`src/rtl/mul_pkg.sv`:
```
package mul_pkg;
  typedef struct packed {
    logic load;
    logic step;
  } mulCtrlS;
endpackage

```
`src/rtl/mul_ctrl.sv`:
```
module mul_ctrl import mul_pkg::*; #(
  parameter int W = 32
) (
  input  logic    clk,
  input  logic    rstN,
  input  logic    startReq,
  output logic    busy,
  output logic    donePulse,
  output mulCtrlS ctrlStb
);
  localparam int CW = (W > 2) ? $clog2(W) : 1;
  localparam logic [CW-1:0] LAST = CW'(W - 1);

  logic [CW-1:0] stepCnt;
  logic          lastStep;

  assign ctrlStb.load = startReq && !busy;
  assign ctrlStb.step = busy;
  assign lastStep     = busy && (stepCnt == LAST);

  always_ff @(posedge clk) begin
    if (!rstN) begin
      busy      <= 1'b0;
      donePulse <= 1'b0;
      stepCnt   <= '0;
    end else begin
      donePulse <= lastStep;
      if (ctrlStb.load) begin
        busy    <= 1'b1;
        stepCnt <= '0;
      end else if (lastStep) begin
        busy    <= 1'b0;
        stepCnt <= '0;
      end else if (busy) begin
        stepCnt <= stepCnt + 1'b1;
      end
    end
  end
endmodule

```
`src/rtl/mul_datapath.sv`:
```
module mul_datapath import mul_pkg::*; #(
  parameter int W = 32
) (
  input  logic         clk,
  input  logic         rstN,
  input  mulCtrlS      ctrlStb,
  input  logic [W-1:0] mcand,
  input  logic [W-1:0] mplier,
  output logic [W-1:0] prodHi,
  output logic [W-1:0] prodLo
);
  localparam int PW = 2 * W;

  logic [PW-1:0] accReg;
  logic [W-1:0]  mcandReg;
  logic [W-1:0]  addend;
  logic [W:0]    partSum;

  assign addend  = accReg[0] ? mcandReg : '0;
  assign partSum = {1'b0, accReg[PW-1:W]} + {1'b0, addend};

  always_ff @(posedge clk) begin
    if (!rstN) begin
      accReg   <= '0;
      mcandReg <= '0;
    end else if (ctrlStb.load) begin
      accReg   <= {{W{1'b0}}, mplier};
      mcandReg <= mcand;
    end else if (ctrlStb.step) begin
      accReg   <= {partSum, accReg[W-1:1]};
    end
  end

  assign prodHi = accReg[PW-1:W];
  assign prodLo = accReg[W-1:0];
endmodule

```
`src/rtl/mul_top.sv`:
```
module mul_top import mul_pkg::*; #(
  parameter int W = 32
) (
  input  logic         clk,
  input  logic         rstN,
  input  logic         startReq,
  input  logic [W-1:0] mcand,
  input  logic [W-1:0] mplier,
  output logic         busy,
  output logic         donePulse,
  output logic [W-1:0] prodHi,
  output logic [W-1:0] prodLo
);
  mulCtrlS ctrlStb;

  mul_ctrl #(.W(W)) u_ctrl (
    .clk(clk), .rstN(rstN), .startReq(startReq),
    .busy(busy), .donePulse(donePulse), .ctrlStb(ctrlStb)
  );

  mul_datapath #(.W(W)) u_dp (
    .clk(clk), .rstN(rstN), .ctrlStb(ctrlStb),
    .mcand(mcand), .mplier(mplier), .prodHi(prodHi), .prodLo(prodLo)
  );
endmodule

```
`config.mk`:
```
export PLATFORM = sky130hd
export DESIGN_NAME = mul_top
export DESIGN_NICKNAME = d
export VERILOG_FILES = /design/src/rtl/mul_pkg.sv /design/src/rtl/mul_ctrl.sv /design/src/rtl/mul_datapath.sv /design/src/rtl/mul_top.sv
export SDC_FILE = /design/constraint.sdc
export NUM_CORES = 1
export LEC_CHECK = 0
export BUFFER_PORTS_ARGS = -buffer_cell sky130_fd_sc_hd__buf_4
export CORE_AREA = 5 5 110 112
export CTS_CLUSTER_DIAMETER = 60
export CTS_CLUSTER_SIZE = 8
export DETAILED_ROUTE_END_ITERATION = 16
export DIE_AREA = 0 0 115 117
export HOLD_SLACK_MARGIN = 0.15
export PLACE_DENSITY = 0.8
export SYNTH_ARGS = -nofsm -noshare
export SYNTH_HDL_FRONTEND = slang
export SYNTH_SLANG_ARGS = --single-unit
```
`constraint.sdc`:
```
create_clock -name clk -period 3.2 [get_ports clk]
set_clock_uncertainty 0.2 [all_clocks]
set_input_delay 0.64 -clock clk [delete_from_list [all_inputs] [get_ports clk]]
set_output_delay 0.64 -clock clk [all_outputs]
set_load 0.01 [all_outputs]
```
-- Word-level counts from Yosys, hierarchy flattened
Cells that the tools add are included.
- bitwise logic cells: 1
- add/subtract/negate cells: 2
- equal/unequal tests: 1
- reductions and logical operators: 7
- muxes and demuxes: 5
- operator list (operator ; number):
    $mux 32 ; 3
    $add 32x32->33 ; 1
    $add 5x1->5 const B ; 1
    $eq 5x5->1 const B ; 1
    $reduce_bool 2->1 ; 2
    $reduce_or 3->1 ; 1
    $logic_and 1x1->1 ; 2
    $mux 1 ; 2
    $reduce_or 2->1 ; 1
    $logic_not 1->1 ; 1
    $not 1->1 ; 1
- register bits after elaboration: 103
- input port bits: 67

-- Longest topological paths before layout
- word-level depth: 4
- depth in mapped cells: 12

-- Hierarchy
A second synthesis with hierarchy kept.
- cell total of the unflattened synthesis: 689
- area total of the unflattened synthesis: 5993.2 µm²
- modules (own cells, without submodules) (module ; area each (µm²) ; times used ; cells each):
    mul_datapath ; 5670.4 ; 1 ; 660
    mul_ctrl ; 322.8 ; 1 ; 29

-- Worst setup path after synthesis
No wires, ideal clock.
- kind: register to register
- from: register u_dp.accReg[0]
- to: register u_dp.accReg[62]
- setup time: 124 ps
- data arrival time: 2552 ps
- data required time: 2876 ps
- period minus slack after synthesis: 2876 ps
- path slack: 324 ps
- cell stages (with the launch flop): 13
- cell sequence: dfxtp_1 -> clkbuf_1 -> and2_1 -> ha_1 -> a21o_1 -> a21o_1 -> a21o_1 -> a21o_1 -> a2111oi_4 -> o2bb2ai_1 -> a31oi_1 -> xnor2_1 -> o21ai_1
- longest elaborated chain between the ends: 2
- RTL lines (element ; RTL line ; RTL):
    start: declaration ; mul_datapath.sv:14 ; logic [PW-1:0] accReg;
    start signal: assignment ; mul_datapath.sv:27 ; accReg <= {{W{1'b0}}, mplier};
    start signal: assignment ; mul_datapath.sv:30 ; accReg <= {partSum, accReg[W-1:1]};
    $mux 32 ; mul_datapath.sv:19 ; assign addend = accReg[0] ? mcandReg : '0;
    $add 32x32->33 ; mul_datapath.sv:20 ; assign partSum = {1'b0, accReg[PW-1:W]} + {1'b0, addend};
Every way passes these cells.
A chain may end at the register's enable or synchronous reset.

-- Worst setup path after layout
- from: register u_dp.accReg[0]
- to: register u_dp.accReg[59]
Same word-level chain as after synthesis.

==> metrics <==
H-tree levels 3; Setup TNS 0 ps; area leader, netlist sky130_fd_sc_hd__dfxtp_1; post-route setup slack between 150 and 200 ps; NumNets Final about 940; max-slew violation count 0; total CTS buffers 9; part of the power in the clock network roughly two fifths; count of mapped cells out of synthesis 715; fraction of final layout cells sized beyond drive strength 1 21.4%; Fin. Hold Viols 0; boundary pin count approximately 130; full die area 0.0135 mm2; Starting Density ~53%; Highest Clock Rate between 0.3 and 0.4 GHz; via/cell ratio 5.51; clock latency on the worst-skew pair between 300 and 400 ps; pre-CTS WS about 140 ps; via count of the first global-routing pass roughly 5400; share of total power consumed by net switching around a quarter; antenna-violating nets left 0; Syn Std Cell Area just under 0.006 mm2; power per cell area a little over 400 mW/mm2; Critical Path Start Type flip-flop; Final period util a little over nine tenths; final wirelength about 15000 um; area of the core ~0.011 mm2; maximum number of pins on one net before global-route repair between 50 and 60; drt pass-1 iters 4; Max rail drop VDD 0.000401 V; y dimension of the die about 120 um; most instantiated cells after synthesis sky130_fd_sc_hd__nand2_1, sky130_fd_sc_hd__dfxtp_1, sky130_fd_sc_hd__and2_1, sky130_fd_sc_hd__mux2i_1, sky130_fd_sc_hd__o21ai_0; worst hold slack ~260 ps; fraction of the yosys area taken by sequential cells a little over a third; number of antenna violations at the first check in global routing 0; required time at the worst-slack endpoint between 3000 and 4000 ps; final worst path period need between 3000 and 4000 ps; number of cell rows 39; CP Data Arrival Time slightly above 3000 ps; number of synthesized flops with an enable pin 0; most numerous cell in the Yosys netlist sky130_fd_sc_hd__nand2_1; Clk Tree Root Cell sky130_fd_sc_hd__clkbuf_16; Post-CTS Resized 0; total congestion overflow after global routing 0; final routed DRC violation total 0; leakage dissipation around 3.5 nW; RD Place Congestion 0.927; DRC violation total after the first TritonRoute iteration a little over 300; Final setup violation count 0; CP Capture Type flip-flop; sequential cell fraction of total power 46.4%; number of buffers inserted by hold repair at cts 0; Synth Area per Inst approximately 8.3 um2; crit path max fanout 5; average detailed-routed wire length per instance around 16 um; internal power summed over all cells 0.00224 W; DPL Wire Length 11600 um; setup slack of the worst register-to-register path around 170 ps; Synth-to-Final Area Change 25.0%; Filler Cell Count between 900 and 1000; setup repair after global routing missed its margin false; outcome complete, no violations; global-route wire length before repair 25200 um; nets in the synthesized netlist ~800; number of distinct library cells after synthesis 56; post-CTS setup buffers 0; biggest area contributors in the synthesized netlist sky130_fd_sc_hd__dfxtp_1, sky130_fd_sc_hd__nand2_1, sky130_fd_sc_hd__mux2i_1; Comb pwr share a little over an eighth; CTS Sinks just over 100; top cell type's share of synthesized area 34.9%; count of input and output buffers 132; count of warnings emitted by yosys 0; CTS Buffer Depth 2; die width ~120 um; relative slew slack a little over half; leading register cell type out of synthesis sky130_fd_sc_hd__dfxtp_1; CTS tree done; worst min-delay path category flip-flop to flip-flop; antenna cell count 0; Worst Tran Pin Value roughly 680 ps; via count between 5000 and 6000; Tot GR Track Use between 20% and 30%; switching power of the nets ~0.00075 W; Crit Path Category flip-flop to flip-flop; count of state elements after synthesis a little over 100; clock input transition at the sequential cells of the worst setup and hold paths about 70 ps; number of max-cap violations 0; fraction of synthesis flops using an asynchronous set or reset pin 0%
## power groups by stage
| stage | clock network, W | logic (W) | registers, W |
|---|---|---|---|
| floorplan | 0 | 0.000209 | 0.00141 |
| global placement | 0 | 0.000378 | 0.00141 |
| detailed placement | 0 | 0.000390 | 0.00142 |
| CTS | 0.00124 | 0.000392 | 0.00139 |
| global route | 0.00128 | 0.000434 | 0.00139 |
| finish | 0.00121 | 0.000388 | 0.00139 |
## per-stage QoR
step                      area (um2)  power, W  util [%]  cells
after global placement          7050   0.00179      63.4    965
final                           7380   0.00299      66.4    981
after detailed placement        7050   0.00181      63.4    965
after floorplan                 5900   0.00162         -    715
after CTS                       7380   0.00302      66.3    981
after global routing            7380   0.00311      66.4    981
## registers in the layout (all words and copies together) (netlist names)
register / cells
u_ctrl.donePulse: 1
u_ctrl.stepCnt: 5
u_dp.accReg: 64
u_ctrl.busy: 1
u_dp.mcandReg: 32
## path summary, 6_finish.rpt
path         cells past startpoint           endpoint              start
min reg2reg                      2  u_dp.mcandReg[21]  u_dp.mcandReg[21]
min                              2  u_dp.mcandReg[21]  u_dp.mcandReg[21]
max reg2reg                     12    u_dp.accReg[59]     u_dp.accReg[0]
max                             12    u_dp.accReg[59]     u_dp.accReg[0]
## kinds of logic after synthesis
logic type	count (synthesis)	share of synthesized area (%)
AOI/OAI and AO/OA	181	20.5
xor gates and xnor gates	25	3.71
adders and majority gates	35	7.54
buffers and inverters	45	2.95
DFF	103	34.9
muxes	45	7.63
and+or+nand+nor	281	22.8
## layer usage
layer  part of all wire [%]  wire length [um]  GRT usage [%]
met1                     42              6420           28.0
met2                     49              7560           39.8
met3                    6.8              1040           7.20
met4                    1.7               258           7.12
met5                      0                 0              0
## worst max-delay path, stage by stage, from the launching register on
cell	delay, ps
sky130_fd_sc_hd__dfxtp_2	350
sky130_fd_sc_hd__and2_1	160
sky130_fd_sc_hd__ha_1	210
sky130_fd_sc_hd__fa_2	360
sky130_fd_sc_hd__a21o_1	220
sky130_fd_sc_hd__nand4_1	120
sky130_fd_sc_hd__a211o_1	150
sky130_fd_sc_hd__a31o_1	200
sky130_fd_sc_hd__a21oi_1	90
sky130_fd_sc_hd__o31a_1	280
sky130_fd_sc_hd__a221oi_2	290
sky130_fd_sc_hd__xor2_1	180
sky130_fd_sc_hd__o21ai_1	70
## layout make-up
class                   instances  area (um2)  area share (%)
inverters                       5        18.8           0.254
clock buffers                  10         239            3.24
well taps                     143         179            2.42
multi-input cells             567        3670            49.8
flip-flops and latches        103        2070            28.0
repair buffers                147        1120            15.1
clock inverters                 6        90.1            1.22
## cell usage in the layout, fill, tap and decap left out, types with 6 or more instances in the layout
| cell type | synthesis | routed |
|---|---|---|
| sky130_fd_sc_hd__nand4_1 | 6 | 6 |
| sky130_fd_sc_hd__nor2b_1 | 9 | 8 |
| sky130_fd_sc_hd__and3_1 | 8 | 8 |
| sky130_fd_sc_hd__and2_1 | 68 | 68 |
| sky130_fd_sc_hd__buf_4 | 1 | 146 |
| sky130_fd_sc_hd__dfxtp_1 | 103 | 101 |
| sky130_fd_sc_hd__nand3_1 | 10 | 10 |
| sky130_fd_sc_hd__mux2i_1 | 45 | 45 |
| sky130_fd_sc_hd__a21o_1 | 20 | 20 |
| sky130_fd_sc_hd__o21ai_1 | 13 | 13 |
| sky130_fd_sc_hd__ha_1 | 34 | 34 |
| sky130_fd_sc_hd__xor2_1 | 7 | 7 |
| sky130_fd_sc_hd__xnor2_1 | 18 | 18 |
| sky130_fd_sc_hd__a21boi_0 | 33 | 33 |
| sky130_fd_sc_hd__clkbuf_16 | 0 | 9 |
| sky130_fd_sc_hd__nor2_1 | 39 | 39 |
| sky130_fd_sc_hd__a21oi_1 | 37 | 37 |
| sky130_fd_sc_hd__nand2_1 | 126 | 126 |
| sky130_fd_sc_hd__o21ai_0 | 41 | 41 |
Power figures use the tool's default switching activity.
